==> src/rtl/hbp_pkg.sv <==
package hbp_pkg;

    localparam int OFF_W  = 12;
    localparam int BASE_W = 20;
    localparam int ADDR_W = BASE_W + OFF_W;
    localparam int SLOT_W = OFF_W - 2;
    localparam int CNT_W  = SLOT_W + 1;

    localparam int ST_END = 0;
    localparam int ST_OVW = 1;
    localparam int ST_REF = 2;

    typedef struct packed {
        logic [BASE_W-1:0] base;
        logic [OFF_W-1:0]  last_off;
        logic              stop_en;
        logic              ovw_en;
        logic              lock;
        logic              usr_tog;
        logic [OFF_W-1:0]  usr_off;
        logic              hw_tog;
        logic [OFF_W-1:0]  hw_off;
        logic [2:0]        status;
    } desc_t;

    typedef struct packed {
        logic              grant;
        logic [CNT_W-1:0]  count;
        logic [ADDR_W-1:0] addr;
        logic [OFF_W-1:0]  new_off;
        logic              new_tog;
        logic [2:0]        status;
        logic              empty;
        logic              full;
    } result_t;

    function automatic logic [SLOT_W-1:0] slot_of(input logic [OFF_W-1:0] off);
        return off[OFF_W-1:2];
    endfunction

    function automatic logic [CNT_W-1:0] min_cnt(input logic [CNT_W-1:0] a,
                                                 input logic [CNT_W-1:0] b);
        return (a < b) ? a : b;
    endfunction

endpackage

==> src/rtl/hbp_occupancy.sv <==
module hbp_occupancy
    import hbp_pkg::*;
(
    input  logic [OFF_W-1:0] hw_off,
    input  logic             hw_tog,
    input  logic [OFF_W-1:0] usr_off,
    input  logic             usr_tog,
    input  logic [CNT_W-1:0] n_slots,
    output logic [CNT_W-1:0] free_slots,
    output logic             is_empty,
    output logic             is_full
);
    logic [CNT_W:0] hs, us, used;
    logic           same_lap;

    always_comb begin
        hs       = (CNT_W+1)'(slot_of(hw_off));
        us       = (CNT_W+1)'(slot_of(usr_off));
        same_lap = (hw_tog == usr_tog);
        if (same_lap) used = hs - us;
        else          used = hs + {1'b0, n_slots} - us;
        free_slots = CNT_W'({1'b0, n_slots} - used);
        is_empty   = (hw_off == usr_off) && same_lap;
        is_full    = (hw_off == usr_off) && !same_lap;
    end

endmodule

==> src/rtl/hbp_grant.sv <==
module hbp_grant
    import hbp_pkg::*;
(
    input  logic             stop_en,
    input  logic             ovw_en,
    input  logic             lock,
    input  logic             stop_seen,
    input  logic [CNT_W-1:0] burst,
    input  logic [CNT_W-1:0] n_slots,
    input  logic [CNT_W-1:0] free_slots,
    input  logic [CNT_W-1:0] hw_slot,
    output logic [CNT_W-1:0] count,
    output logic [2:0]       raise
);
    logic             hold;
    logic [CNT_W-1:0] to_end, space, lim;

    always_comb begin
        hold   = stop_en && stop_seen;
        to_end = n_slots - hw_slot;
        space  = ovw_en ? n_slots : free_slots;
        lim    = min_cnt(burst, space);
        if (stop_en) lim = min_cnt(lim, to_end);
        count  = (lock || hold) ? '0 : lim;

        raise = '0;
        raise[ST_REF] = (burst != '0) &&
                        (lock || (!hold && !ovw_en && free_slots == '0));
        raise[ST_OVW] = !lock && !hold && ovw_en && (count > free_slots);
        raise[ST_END] = !lock && !hold && stop_en && (count != '0) && (count == to_end);
    end

endmodule

==> src/rtl/hbp_advance.sv <==
module hbp_advance
    import hbp_pkg::*;
(
    input  logic [CNT_W-1:0] hw_slot,
    input  logic             hw_tog,
    input  logic [CNT_W-1:0] count,
    input  logic [CNT_W-1:0] n_slots,
    output logic [OFF_W-1:0] new_off,
    output logic             new_tog
);
    logic [CNT_W:0] idx;
    logic           wrap;

    always_comb begin
        idx  = {1'b0, hw_slot} + {1'b0, count};
        wrap = (idx >= {1'b0, n_slots});
        if (wrap) idx = idx - {1'b0, n_slots};
        new_off = {idx[SLOT_W-1:0], 2'b00};
        new_tog = hw_tog ^ wrap;
    end

endmodule

==> src/rtl/hbuf_ptr_ctrl.sv <==
module hbuf_ptr_ctrl
    import hbp_pkg::*;
#(
    parameter  int MAX_BURST = 64,
    localparam int BURST_W   = $clog2(MAX_BURST + 1)
) (
    input  logic                clk,
    input  logic                rst,
    input  logic                in_valid,
    input  logic [BASE_W-1:0]   in_base,
    input  logic [OFF_W-1:0]    in_last,
    input  logic                in_stop_en,
    input  logic                in_ovw_en,
    input  logic                in_lock,
    input  logic                in_usr_tog,
    input  logic [OFF_W-1:0]    in_usr_off,
    input  logic                in_hw_tog,
    input  logic [OFF_W-1:0]    in_hw_off,
    input  logic [2:0]          in_status,
    input  logic [BURST_W-1:0]  in_burst,
    output logic                out_valid,
    output logic                out_grant,
    output logic [CNT_W-1:0]    out_count,
    output logic [ADDR_W-1:0]   out_addr,
    output logic [OFF_W-1:0]    out_hw_off,
    output logic                out_hw_tog,
    output logic [2:0]          out_status,
    output logic                out_empty,
    output logic                out_full
);
    desc_t            d;
    result_t          nxt, res;
    logic [CNT_W-1:0] n_slots, hw_slot, burst_c, free_slots, count;
    logic [2:0]       raise;
    logic             is_empty, is_full, new_tog;
    logic [OFF_W-1:0] new_off;
    logic             unused_bits;

    assign d = '{base: in_base, last_off: in_last, stop_en: in_stop_en,
                 ovw_en: in_ovw_en, lock: in_lock, usr_tog: in_usr_tog,
                 usr_off: in_usr_off, hw_tog: in_hw_tog, hw_off: in_hw_off,
                 status: in_status};

    assign unused_bits = ^d.last_off[1:0];
    assign n_slots     = CNT_W'(slot_of(d.last_off)) + CNT_W'(1);
    assign hw_slot     = CNT_W'(slot_of(d.hw_off));
    assign burst_c     = CNT_W'(in_burst);

    hbp_occupancy u_occ (
        .hw_off     (d.hw_off),
        .hw_tog     (d.hw_tog),
        .usr_off    (d.usr_off),
        .usr_tog    (d.usr_tog),
        .n_slots    (n_slots),
        .free_slots (free_slots),
        .is_empty   (is_empty),
        .is_full    (is_full)
    );

    hbp_grant u_grant (
        .stop_en    (d.stop_en),
        .ovw_en     (d.ovw_en),
        .lock       (d.lock),
        .stop_seen  (d.status[ST_END]),
        .burst      (burst_c),
        .n_slots    (n_slots),
        .free_slots (free_slots),
        .hw_slot    (hw_slot),
        .count      (count),
        .raise      (raise)
    );

    hbp_advance u_adv (
        .hw_slot (hw_slot),
        .hw_tog  (d.hw_tog),
        .count   (count),
        .n_slots (n_slots),
        .new_off (new_off),
        .new_tog (new_tog)
    );

    always_comb begin
        nxt.grant   = (count != '0);
        nxt.count   = count;
        nxt.addr    = {d.base, d.hw_off};
        nxt.new_off = (count != '0) ? new_off : d.hw_off;
        nxt.new_tog = new_tog;
        nxt.status  = d.status | raise;
        nxt.empty   = is_empty;
        nxt.full    = is_full;
    end

    always_ff @(posedge clk) begin
        if (rst) begin
            out_valid <= 1'b0;
            res       <= '0;
        end else begin
            out_valid <= in_valid;
            if (in_valid) res <= nxt;
        end
    end

    assign out_grant  = res.grant;
    assign out_count  = res.count;
    assign out_addr   = res.addr;
    assign out_hw_off = res.new_off;
    assign out_hw_tog = res.new_tog;
    assign out_status = res.status;
    assign out_empty  = res.empty;
    assign out_full   = res.full;

    assert_valid_latency_R1: assert property (@(posedge clk) disable iff (rst)
        in_valid |=> out_valid);

    assert_start_addr_R2: assert property (@(posedge clk) disable iff (rst)
        in_valid |=> out_addr == {$past(in_base), $past(in_hw_off)});

    assert_flags_exclusive_R3: assert property (@(posedge clk) disable iff (rst)
        out_valid |-> !(out_empty && out_full));

    assert_lock_noaccess_R4: assert property (@(posedge clk) disable iff (rst)
        (in_valid && in_lock) |=> (!out_grant && out_count == '0 &&
                                   out_hw_off == $past(in_hw_off) &&
                                   out_hw_tog == $past(in_hw_tog)));

    assert_no_overflow_R5: assert property (@(posedge clk) disable iff (rst)
        (in_valid && !in_ovw_en) |=> out_count <= $past(free_slots));

    assert_stop_hold_R8: assert property (@(posedge clk) disable iff (rst)
        (in_valid && in_stop_en && in_status[ST_END]) |=>
            (out_count == '0 && out_status == $past(in_status)));

    assert_sticky_R10: assert property (@(posedge clk) disable iff (rst)
        in_valid |=> ((out_status & $past(in_status)) == $past(in_status)));

endmodule

==> config.mk <==
export PLATFORM = sky130hd
export DESIGN_NAME = hbuf_ptr_ctrl
export DESIGN_NICKNAME = d
export VERILOG_FILES = /design/src/rtl/hbp_pkg.sv /design/src/rtl/hbp_occupancy.sv /design/src/rtl/hbp_grant.sv /design/src/rtl/hbp_advance.sv /design/src/rtl/hbuf_ptr_ctrl.sv
export SDC_FILE = /design/constraint.sdc
export NUM_CORES = 1
export LEC_CHECK = 0
export BUFFER_PORTS_ARGS = -buffer_cell sky130_fd_sc_hd__buf_2
export CAP_MARGIN = 30
export CORE_ASPECT_RATIO = 1.4
export CORE_MARGIN = 2
export CORE_UTILIZATION = 41
export DETAILED_ROUTE_END_ITERATION = 12
export SLEW_MARGIN = 20
export SYNTH_ARGS = -nofsm -noshare
export SYNTH_HDL_FRONTEND = slang
export SYNTH_SLANG_ARGS = --single-unit
==> constraint.sdc <==
create_clock -name clk -period 18.8 [get_ports clk]
set_input_delay 0 -clock clk [delete_from_list [all_inputs] [get_ports clk]]
set_output_delay 0 -clock clk [all_outputs]
set_load 0.02 [all_outputs]
==> results of run 1 <==
synth_stat cells, types with 16 or more instances:
cell	instances	area (sq um)
sky130_fd_sc_hd__o21ai_0	27	135
sky130_fd_sc_hd__a21oi_1	52	260
sky130_fd_sc_hd__a21o_1	26	195
sky130_fd_sc_hd__xnor2_1	35	307
sky130_fd_sc_hd__nand2b_1	18	113
sky130_fd_sc_hd__dfxtp_1	63	1260
sky130_fd_sc_hd__mux2i_1	57	571
sky130_fd_sc_hd__nand3_1	23	115
sky130_fd_sc_hd__nand2_1	47	176
sky130_fd_sc_hd__o21a_1	20	150
sky130_fd_sc_hd__xor2_1	16	140
sky130_fd_sc_hd__inv_1	76	285
sky130_fd_sc_hd__nor3_1	21	105
sky130_fd_sc_hd__ha_1	90	1130
sky130_fd_sc_hd__nor2_1	84	315
metal layers:
layer / vias to the layer above / track usage [%] / share of wire, %
met3: 55 / 4.02 / 5.2
met5: - / 0 / 0
met4: 0 / 10.8 / 4.4
li1: 3411 / - / -
met2: 181 / 41.6 / 49
met1: 3099 / 28.5 / 41
state kept, by name, summed over array words and instances, names as in the netlist:
signal and flops:
out_addr 32, out_count 11, out_empty 1, out_full 1, out_grant 1, out_hw_off 12, out_hw_tog 1, out_status 3
out_valid 1
cell type report:
| type | instances | share of cell area, % |
|---|---|---|
| clock buffer | 11 | 2.95 |
| clock inverter | 4 | 0.525 |
| inverter | 76 | 3.33 |
| multi-input combinational | 698 | 63.7 |
| sequential | 63 | 14.7 |
| tap | 236 | 3.44 |
| timing repair buffer | 165 | 11.3 |
worst paths after layout:
kind                                     end  slack, ps                  startpoint
hold / removal        out_empty$_SDFFE_PP0P_         10               in_usr_off[1]
setup reg to reg  out_status[1]$_SDFFE_PP0P_      17990  out_status[1]$_SDFFE_PP0P_
setup / recovery  out_hw_off[3]$_SDFFE_PP0P_       6300                  in_last[2]
hold reg to reg       out_empty$_SDFFE_PP0P_        450      out_empty$_SDFFE_PP0P_
tightest hold or removal path, delay by kind of cell:
kind	cells	cell delay [ps]
buf+inv	1	80
simple gates	1	80
compound gates	1	70
xor+xnor	1	50
per-stage QoR:
| stage | std cells | hold WS, ps | utilization [%] |
|---|---|---|---|
| after floorplan | 864 | 147 | - |
| after global placement | 1214 | 231 | 46.7 |
| after global routing | 1253 | 26.3 | 49.9 |
| after detailed placement | 1215 | 242 | 46.8 |
| after CTS | 1253 | 13.1 | 49.9 |
| final | 1253 | 13.7 | 49.9 |
logic make-up after synthesis:
family                   after synthesis  share of synthesized area, %
buffers and inverters                103                          6.03
other                                  1                        0.0525
AND/OR/NAND/NOR                      249                          17.3
XOR/XNOR                              52                          6.48
flip-flops                            63                          17.7
multiplexers                          66                          9.62
adder cells (fa/ha/maj)              105                          20.0
AO/OA/AOI/OAI                        222                          22.9
power by group through the flow:
| stage | Clock [mW] | Sequential [mW] | Combinational, mW |
|---|---|---|---|
| final | 0.163 | 0.147 | 0.451 |
| after global routing | 0.174 | 0.148 | 0.503 |
| after CTS | 0.169 | 0.147 | 0.450 |
| after detailed placement | 0 | 0.150 | 0.443 |
| after global placement | 0 | 0.149 | 0.441 |
| after floorplan | 0 | 0.161 | 0.325 |
==> results, run 1 <==
- The first detailed-routing pass ran for 5 iterations.
- The number of inserted filler cells in the final layout is 1,716.
- In this run, synthesis produced a sequential element count of 63.
- The family with the most delay on the worst path is compound AO/OA/AOI/OAI gates.
- 0 antenna diodes ended up in the layout.
- In this run the number of H-tree levels came out at 3.
- The detailed router finished its first iteration with 285 violations.
- The switching fraction of total power is 42.3%.
- The area of the multi-input gates is 0.00546 sq mm.
- The endpoint required time on the critical path is 19,040 ps.
- The total clock buffers created by CTS is 9.
- The number of enable flip-flop cells after synthesis is 0.
- The portion of the clock cycle consumed by the worst path in the final layout is 66.5%.
- The post-place setup slack is 6010 ps.
- The clock network latency to the later pin of the worst-skew pair is 320 ps.
- Setup repair after global routing left no endpoint under its margin.
- The total number of vias is 6,746.
- The clock passes through at most 2 buffers.
- The cell row count is 57.
- In this run the vertical extent of the chip is 160 um.
- The number of distinct library cell variants in the gate-level netlist after synthesis is 80.
- The cell leakage power is 4.15 nW.
- The area of placed instances is 0.00804 sq mm.
- The critical path depth is 53.
- The share of flip-flops with an asynchronous set or reset is 0%.
- Cell internal power was estimated by the tool at 0.439 mW.
- TritonCTS built the clock tree.
- Averaged over all synthesized cells, the footprint is 8.29 sq um.
- In the final design database the tool counted 1,192 nets.
- The die covers 0.0185 sq mm.
- The least setup slack across all paths after layout is 6300 ps.
- In the layout the commonest cells are 133 x sky130_fd_sc_hd__buf_2, 90 x sky130_fd_sc_hd__ha_1, 84 x sky130_fd_sc_hd__nor2_1, 76 x sky130_fd_sc_hd__inv_1, 63 x sky130_fd_sc_hd__dfxtp_1.
- The depth of the worst hold-timing path is 4.
- The number of violations of the max-capacitance limit is 0.
- The final HPWL from detailed placement is 17,200 um.
- The total number of yosys warnings is 0.
- The clock-pin transition on the worst setup and hold timing paths is 50 ps.
- The finished layout cell area is 0.00857 sq mm.
- In the synthesized netlist the dominant register cell turns out to be sky130_fd_sc_hd__dfxtp_1.
- Between clock sinks in the finished design, the worst skew comes to 0 ps.
- Once detail routing completed, the nets flagged for antenna violations numbered 0.
- The type of origin of the critical path is an input pin.
- Using the TritonRoute via totals, the vias-per-cell ratio works out to 5.38.
- The via count of the first global-routing pass is 6,752.
- Setup violations remaining at the end of the flow were counted as 0.
- Clock tree synthesis selected as its root buffer the cell sky130_fd_sc_hd__clkbuf_16.
- Of the total power, registers draw 19.3%.
- The global-route usage over all layers is 24.0%.
- The area of the mapped netlist is 0.00714 sq mm.
- In the final layout, the share of cells above drive strength 1 is 19.6%.
- The cell with the largest stage delay on the worst path is sky130_fd_sc_hd__nor3_2.
- The worst setup path is of the input pin to flip-flop kind.
- The worst voltage drop across the vdd grid is 0.0677 mV.
- In the final routed layout, each cell accounts on average for 17.1 um.
- After clock tree synthesis, the flow added hold-fix buffers numbering 23.
- The worst hold path belongs to the class input pin to flip-flop.
- The power density normalized to cell area is 88.8 mW/mm^2.
- The core region is 0.0172 sq mm.
- The share of total power in combinational logic is 59.2%.
- Counting every sink on the clock net gives 63.
- The number of cells on the worst reg-to-reg path is 2.
- Entering global routing, the biggest net connects 64 pins.
- Together, buffers and inverters on the worst path number 4.
- The largest fanout on the critical path is 20.
- The switching power summed over all nets is 0.322 mW.
- The worst path arrival time is 12,740 ps.
- The final-report max-slew violation count came to 0.
- The worst slew slack as a fraction of its limit is 38.7%.
- The number of resized instances in the post-cts repair step is 0.
- Port buffering added 134 buffers.
- The worst setup path is captured at a flip-flop.
- Global routing finished with a remaining overflow of 0.
- The I/O pin total is 137.
- The longest individual stage delay on the worst path is 770 ps.
- Leaving out fill and tap cells, the most frequent cell in the layout is sky130_fd_sc_hd__buf_2.
- Once the floorplan was initialized, standard cells occupied 41.6% of the core.
- The sequential cell area fraction in the yosys report is 17.7%.
- The die is 116 um wide.
- For the finished layout, the period the worst path requires is 12,500 ps.
- The wire length of the first global-routing pass is 34,700 um.
- Routability-driven placement finished with a final weighted congestion of 0.928.
- The hold violation count in the final report is 0.
- The initial antenna violation count is 0.
- Counting every instance in the synthesized netlist gives 861.
- At the pin with the least slew margin, the transition time is 914 ps.
- The total power draw is 0.761 mW.
- The area growth from synthesis to layout is 20.0%.
- After detailed routing, the number of remaining DRC violations is 0.
- After clock tree synthesis, the setup repair step added 0 buffers.
- The highest clock rate is 80.0 MHz.
- The sequential cell area is 0.00126 sq mm.
- The share of total power dissipated in the clock network is 21.5%.
- Wires add up to 21,500 um.
- The final-layout setup total negative slack is 0 ps.
- The flow ran to the end, and the final reports show no timing, DRC or antenna violations.
Note: power is estimated with default switching activity, not from simulation.
==> inputs of run 2 (changes only) <==
- clock period: 18.8 -> 10.5 ns (I/O delays scaled with it)
==> run 2 against run 1 <==
Clock skew unchanged. Non-clock buffer count up 93. Die area unchanged. Cell count up 7.5%. Worst hold slack worse by 2.0 ps. First-iteration DRC count up 33%. Sequential share of layout area down 1.5 points. Routed wire length up 10%. Total power up 110%.
==> results, run 2 (synthesized netlist as in run 1, its figures left out) <==
- Setup slack on the worst reg-to-reg path comes out at 9690 ps.
- The endpoint required time on the critical path is 10,670 ps.
- The portion of the clock cycle consumed by the worst path in the final layout is 96.0%.
- The layout cell share with drive strength beyond 1 is 29.3%.
- The number of violations of the max-capacitance limit is 0.
- The switching power summed over all nets is 0.663 mW.
- The later pin in the worst-skew pair is clocked with a latency of 330 ps.
- The critical register-to-register path endpoint is out_hw_off[5]$_SDFFE_PP0P_.
- The depth of the worst hold-timing path is 3.
- The start point of the worst min-delay path is in_status[1].
- Cells fill 55.4% of the core in the end.
- The final-report max-slew violation count came to 0.
- The first global-routing pass estimated 36,500 um of wire.
- The worst slew slack as a fraction of its limit is 47.3%.
- Power comes to 1.64 mW.
- Clock tree synthesis found a total of 63 sinks.
- The count of nets left with antenna violations once routing finished came out at 0.
- The antenna cell count is 0.
- The share of total power in combinational logic is 63.0%.
- The die is 116 um wide.
- The area overhead of the layout relative to synthesis is 33.4%.
- Global routing used 25.3% of the available tracks across all layers.
- The detailed-router iteration count before antenna repair is 5.
- Summing all placed instances gives a cell area of 0.00868 sq mm.
- The number of flip-flops under the largest register name is 32.
- Across the routed clock network, the largest skew measured is 0 ps.
- The top cell types in the final layout, fill and taps aside, are 133 x sky130_fd_sc_hd__buf_2, 101 x sky130_fd_sc_hd__buf_4, 83 x sky130_fd_sc_hd__nor2_1, 82 x sky130_fd_sc_hd__ha_1, 75 x sky130_fd_sc_hd__inv_1.
- For the pin with the worst max-slew slack, the measured transition is 791 ps.
- Routability-driven placement finished with a final weighted congestion of 0.953.
- The flow ran to the end, and the final reports show no timing, DRC or antenna violations.
- The total number of vias is 7,206.
- The final routed wirelength across all metal layers is 23,700 um.
- The hold violation count in the final report was 0.
- The internal portion of the total power is 0.973 mW.
- Counting cells, the worst reg-to-reg path comes to 2.
- After clock tree synthesis, the clock-pin slew on the worst setup and hold paths is 50 ps.
- The part of the power in the clock network is 20.9%.
- The die area is 0.0185 sq mm.
- The CTS H-tree depth is 3.
- The longest individual stage delay on the worst path is 440 ps.
- The power density normalized to cell area is 172 mW/mm^2.
- The endpoint of the worst hold path is out_status[1]$_SDFFE_PP0P_.
- TritonCTS built the clock tree.
- In this run the critical register-to-register path is launched from out_hw_off[5]$_SDFFE_PP0P_.
- The finished layout cell area is 0.00953 sq mm.
- The cell total after placement is 1,300.
- In this run the tool buffered the top-level ports with 134 buffer cells.
- Registers are responsible for 16.1% of the overall power.
- The switching fraction of total power is 40.5%.
- STA classifies the critical path endpoint as a flip-flop.
- For this run, design rule violations remaining after detail routing come to 0.
- The worst-case IR drop observed on VDD is 0.0973 mV.
- For the finished layout, the period the worst path requires is 10,080 ps.
- The maximum number of pins on one net before global-route repair is 64.
- For this run, the post-layout net count is 1,285.
- The detailed router's first-iteration violation count is 379.
- Timing would allow up to 99.2 MHz.
- For this design the static power due to leakage is 4.64 nW.
- Dividing the detail-routed via count by the number of cells gives 5.35.
- The overall overflow remaining after global route is 0.
- For this run, the number of standard cells in the final layout without fillers is 1,347.
- The total setup violations reported at the end of the flow is 0.
- At the worst endpoint, the arrival time is 10,260 ps.
- The final HPWL from detailed placement is 18,900 um.
- The largest fanout on the critical path is 7.
- The I/O pin total is 137.
- In this run the worst hold path is classified as input pin to flip-flop.
- The type of origin of the critical path is an input pin.
- In this run the core area contains 57 standard-cell rows.
- The cell at the root of the clock tree is sky130_fd_sc_hd__clkbuf_16.
- In this run the standard cell core region covers 0.0172 sq mm.
- The total clock buffers created by CTS is 9.
- The starting density of the core is 41.6%.
- The via count of the first global-routing pass is 7,069.
- The maximum buffer depth of the clock tree is 2.
- The library cell used most frequently in the layout, excluding fill and tap cells, is sky130_fd_sc_hd__buf_2.
- Measured along the y axis, the die boundary spans 160 um.
- The cell with the largest stage delay on the worst path is sky130_fd_sc_hd__fa_1.
- The initial antenna violation count is 1.
- The category of the critical setup timing path is input pin to flip-flop.
- After detailed routing, the average wire length per cell comes to 17.6 um.
[run 2: worst max path at each step]
stage	startpoint	to	slack, ps
final	in_last[3]	out_hw_off[6]$_SDFFE_PP0P_	420
after global routing	in_last[3]	out_hw_off[3]$_SDFFE_PP0P_	-90
after CTS	in_last[2]	out_hw_off[3]$_SDFFE_PP0P_	20
after detailed placement	in_last[2]	out_hw_off[3]$_SDFFE_PP0P_	-410
after global placement	in_last[2]	out_hw_off[3]$_SDFFE_PP0P_	-180
after floorplan	in_last[2]	out_hw_off[3]$_SDFFE_PP0P_	70
[run 2: area by class of cell]
class / count / area (sq um)
Timing Repair Buffer: 258 / 1670
Multi-Input combinational cell: 698 / 5680
Sequential cell: 63 / 1260
Fill cell: 1605 / 7660
Clock inverter: 6 / 109
Clock buffer: 10 / 229
Inverter: 76 / 285
Tap cell: 236 / 295
[run 2: routing by layer]
metal	global-route usage, %	share of wire [%]	vias to the layer above	wire [um]
li1	-	-	3590	-
met1	31.3	42	3336	9960
met2	42.7	49	218	11500
met3	3.42	4.6	60	1100
met4	11.7	4.5	2	1070
met5	0	0.030	-	7
[run 2: metrics by stage]
step / setup WS, ps / TNS (ps) / hold WS (ps)
2_1_floorplan: 68.5 / 0 / 147
3_3_place_gp: -178 / -1430 / 233
3_5_place_dp: -413 / -3660 / 242
4_1_cts: 21.8 / 0 / 11.1
5_1_grt: -94.4 / -564 / 41.1
6_report: 418 / 0 / 11.8
[run 2: worst max-delay path, delay by kind of cell]
family | cells | cell delay, ps
XOR/XNOR | 1 | 130
adder cells (fa/ha/maj) | 9 | 2870
buffers and inverters | 5 | 720
AO/OA/AOI/OAI | 30 | 5260
AND/OR/NAND/NOR | 9 | 960
multiplexers | 1 | 310
[run 2: repair_timing]
item,4_1_cts,5_1_grt
hold endpoints to repair,25,0
hold buffers,23,0
pin swaps,0,25
buffers inserted,0,7
endpoints found under the setup margin,10,11
gates resized for setup,6,40
gates cloned,0,1
[run 2: power groups by stage]
| stage | clock network (mW) | logic (mW) | registers, mW |
|---|---|---|---|
| 3_5_place_dp | 0 | 0.939 | 0.268 |
| 6_report | 0.342 | 1.03 | 0.263 |
| 4_1_cts | 0.348 | 0.961 | 0.263 |
| 2_1_floorplan | 0 | 0.583 | 0.288 |
| 3_3_place_gp | 0 | 0.937 | 0.268 |
| 5_1_grt | 0.356 | 1.12 | 0.265 |
==> inputs of run 3 (changes only) <==
- RECOVER_POWER: unset -> 50
==> run 3 against run 2 <==
Global-route usage did not move. Sequential power barely moved. Worst hold slack barely moved. First-iteration DRC count decreased by 12%. Critical path type unchanged. Highest routed layer unchanged.
==> results, run 3 (synthesized netlist as in run 1, its figures left out) <==
- The maximum number of pins on one net before global-route repair is 64.
- Broken down by cell family, the worst path's largest delay share belongs to compound AO/OA/AOI/OAI gates.
- The cell sitting at the root of the clock tree is a sky130_fd_sc_hd__clkbuf_16.
- The register with the most flip-flops in the layout has 32 of them.
- After layout, the minimum clock period comes to 10,060 ps.
- The cell leakage power is 4.39 nW.
- Dividing total power by cell area gives a power density of 172 mW/mm^2.
- The tool flagged a number of max-cap violations equal to 0.
- For the pin with the worst max-slew slack, the measured transition is 788 ps.
- The total clock buffers created by CTS is 9.
- The worst setup path is of the input pin to flip-flop kind.
- Data arrives at the worst endpoint at 10,240 ps.
- The min-delay analysis places its worst path in the category input pin to flip-flop.
- The worst slew slack as a fraction of its limit is 47.5%.
- The die boundary height is 160 um.
- The portion of the clock cycle consumed by the worst path in the final layout is 95.8%.
- The largest single stage delay on the critical path is 440 ps.
- Wires add up to 23,500 um.
- The congestion estimate from routability-driven global placement came to 0.953.
- In the final routed layout, each cell accounts on average for 17.5 um.
- The layout cell share with drive strength beyond 1 is 23.8%.
- The largest clock skew in the final design is 0 ps.
- The library cell used most frequently in the layout, excluding fill and tap cells, is sky130_fd_sc_hd__buf_4.
- The highest clock rate is 99.4 MHz.
- With fillers left out, the area of the finished cells amounts to 0.00945 sq mm.
- The die area is 0.0185 sq mm.
- The via count of the first global-routing pass is 7,069.
- Dividing the detail-routed via count by the number of cells gives 5.35.
- The startpoint of the worst-slack reg-to-reg timing path is out_hw_off[5]$_SDFFE_PP0P_.
- The flow ran to the end, and the final reports show no timing, DRC or antenna violations.
- The final routed DRC violation total is 0.
- The element type at the critical path end is a flip-flop.
- The TritonCTS clock tree is yes.
- From synthesis to final layout, the design area changed by 32.3%.
- During placement, the flow inserted port buffers numbering 134.
- The critical path runs through a total of 55 cells.
- The final-report max-slew violation count is 0.
- The clock-pin transition on the worst setup and hold timing paths is 50 ps.
- The detailed-router iteration count before antenna repair is 5.
- Setup violations remaining at the end of the flow were counted as 0.
- The cell with the largest stage delay on the worst path is sky130_fd_sc_hd__fa_1.
- At the later pin of the worst-skew pair, clock insertion delay measures 330 ps.
- For this block, the via count after detailed routing is 7,211.
- The placed instances occupy a cell area of 0.00868 sq mm.
- The repair_antennas step left the layout with diodes totalling 0.
- The die is 116 um wide.
- In this run the worst path has a maximum fanout of 7.
- The detail route stage leaves a number of antenna-violating nets equal to 0.
- In this run the standard cell core region covers 0.0172 sq mm.
- Leaving out fill and tap cells, the most frequent cells in the layout are 101 x sky130_fd_sc_hd__buf_4, 83 x sky130_fd_sc_hd__nor2_1, 82 x sky130_fd_sc_hd__ha_1, 75 x sky130_fd_sc_hd__inv_1, 71 x sky130_fd_sc_hd__buf_2.
- The first global-routing pass estimated 36,500 um of wire.
- The worst voltage drop across the vdd grid is 0.0969 mV.
- The critical path buffer and inverter count is 5.
- The CTS H-tree depth is 3.
- The hold violation count in the final report came to 0.
- In the final design database the tool counted 1,285 nets.
- The final standard cell utilization of the core is 55.0%.
- The cell row count is 57.
- Global routing used 25.3% of the available tracks across all layers.
- Measured in cells, the most critical reg-to-reg path has a length of 2.
- The initial antenna violation count was 1.
- The starting density of the core is 41.6%.
- Summed over all nets, the half-perimeter wirelength after detailed placement is 18,900 um.
- The type of origin of the critical path is an input pin.
- In this run the worst setup path begins at in_last[3].
- The total clock sinks is 63.
- The detailed router's first-iteration violation count is 333.
- For this run the aggregate overflow at the end of global routing stands at 0.
- 137 I/O pins were placed.
- The maximum buffer depth of the clock tree is 2.
- The depth of the worst hold-timing path is 3.
- For the worst setup path, the data required time is 10,670 ps.
- In this run the most critical hold path is launched from in_status[1].
[run 3: cell count changes in the layout (fill, tap and decap cells not counted), sizes merged]
| cell | previous run | this run |
|---|---|---|
| clkbuf | 10 | 72 |
| buf | 235 | 173 |
[run 3: through the flow]
step | power (mW) | setup WS [ps] | setup TNS, ps | instances | hold slack (ps)
floorplan | 0.871 | 68.5 | 0 | 864 | 147
global placement | 1.20 | -178 | -1430 | 1300 | 233
detailed placement | 1.21 | -413 | -3660 | 1300 | 242
CTS | 1.57 | 21.8 | 0 | 1339 | 11.1
global route | 1.74 | -94.4 | -564 | 1347 | 41.1
finish | 1.63 | 436 | 0 | 1347 | 12.2
[run 3: worst reg2reg max path, stage by stage (launching register included)]
cell	delay, ps
sky130_fd_sc_hd__dfxtp_1	330
sky130_fd_sc_hd__inv_1	50
sky130_fd_sc_hd__o32ai_1	320
[run 3: per-layer routing]
layer / share of wire (%) / up-vias / track usage [%]
li1: - / 3589 / -
met1: 42 / 3342 / 31.3
met2: 49 / 220 / 42.7
met3: 4.4 / 58 / 3.42
met4: 4.6 / 2 / 11.7
met5: 0.030 / - / 0
[run 3: what timing repair did]
action / CTS / global route
setup buffers: 0 / 7
gates resized for setup: 6 / 40
cloned: 0 / 1
pin swaps: 0 / 25
endpoints found under the setup margin: 10 / 11
hold buffers: 23 / 0
hold endpoints to repair: 25 / 0
[run 3: cell type report]
class	count	area, sq um
sequential	63	1260
fill	1643	7740
inverter	76	285
timing repair buffer	258	1590
clock inverter	6	109
multi-input combinational	698	5680
clock buffer	10	229
tap	236	295
[run 3: final timing paths]
path	endpoint	slack, ps
hold reg to reg	out_empty$_SDFFE_PP0P_	460
setup / recovery	out_hw_off[6]$_SDFFE_PP0P_	440
setup reg to reg	out_hw_off[5]$_SDFFE_PP0P_	9690
hold / removal	out_status[1]$_SDFFE_PP0P_	10
[run 3: power breakdown]
| group | leakage (nW) | internal (mW) | switching, mW | total (mW) |
|---|---|---|---|---|
| clock | 0.166 | 0.231 | 0.110 | 0.341 |
| sequential | 0.518 | 0.256 | 0.00802 | 0.264 |
| combinational | 3.71 | 0.481 | 0.544 | 1.02 |
| total | 4.39 | 0.968 | 0.662 | 1.63 |
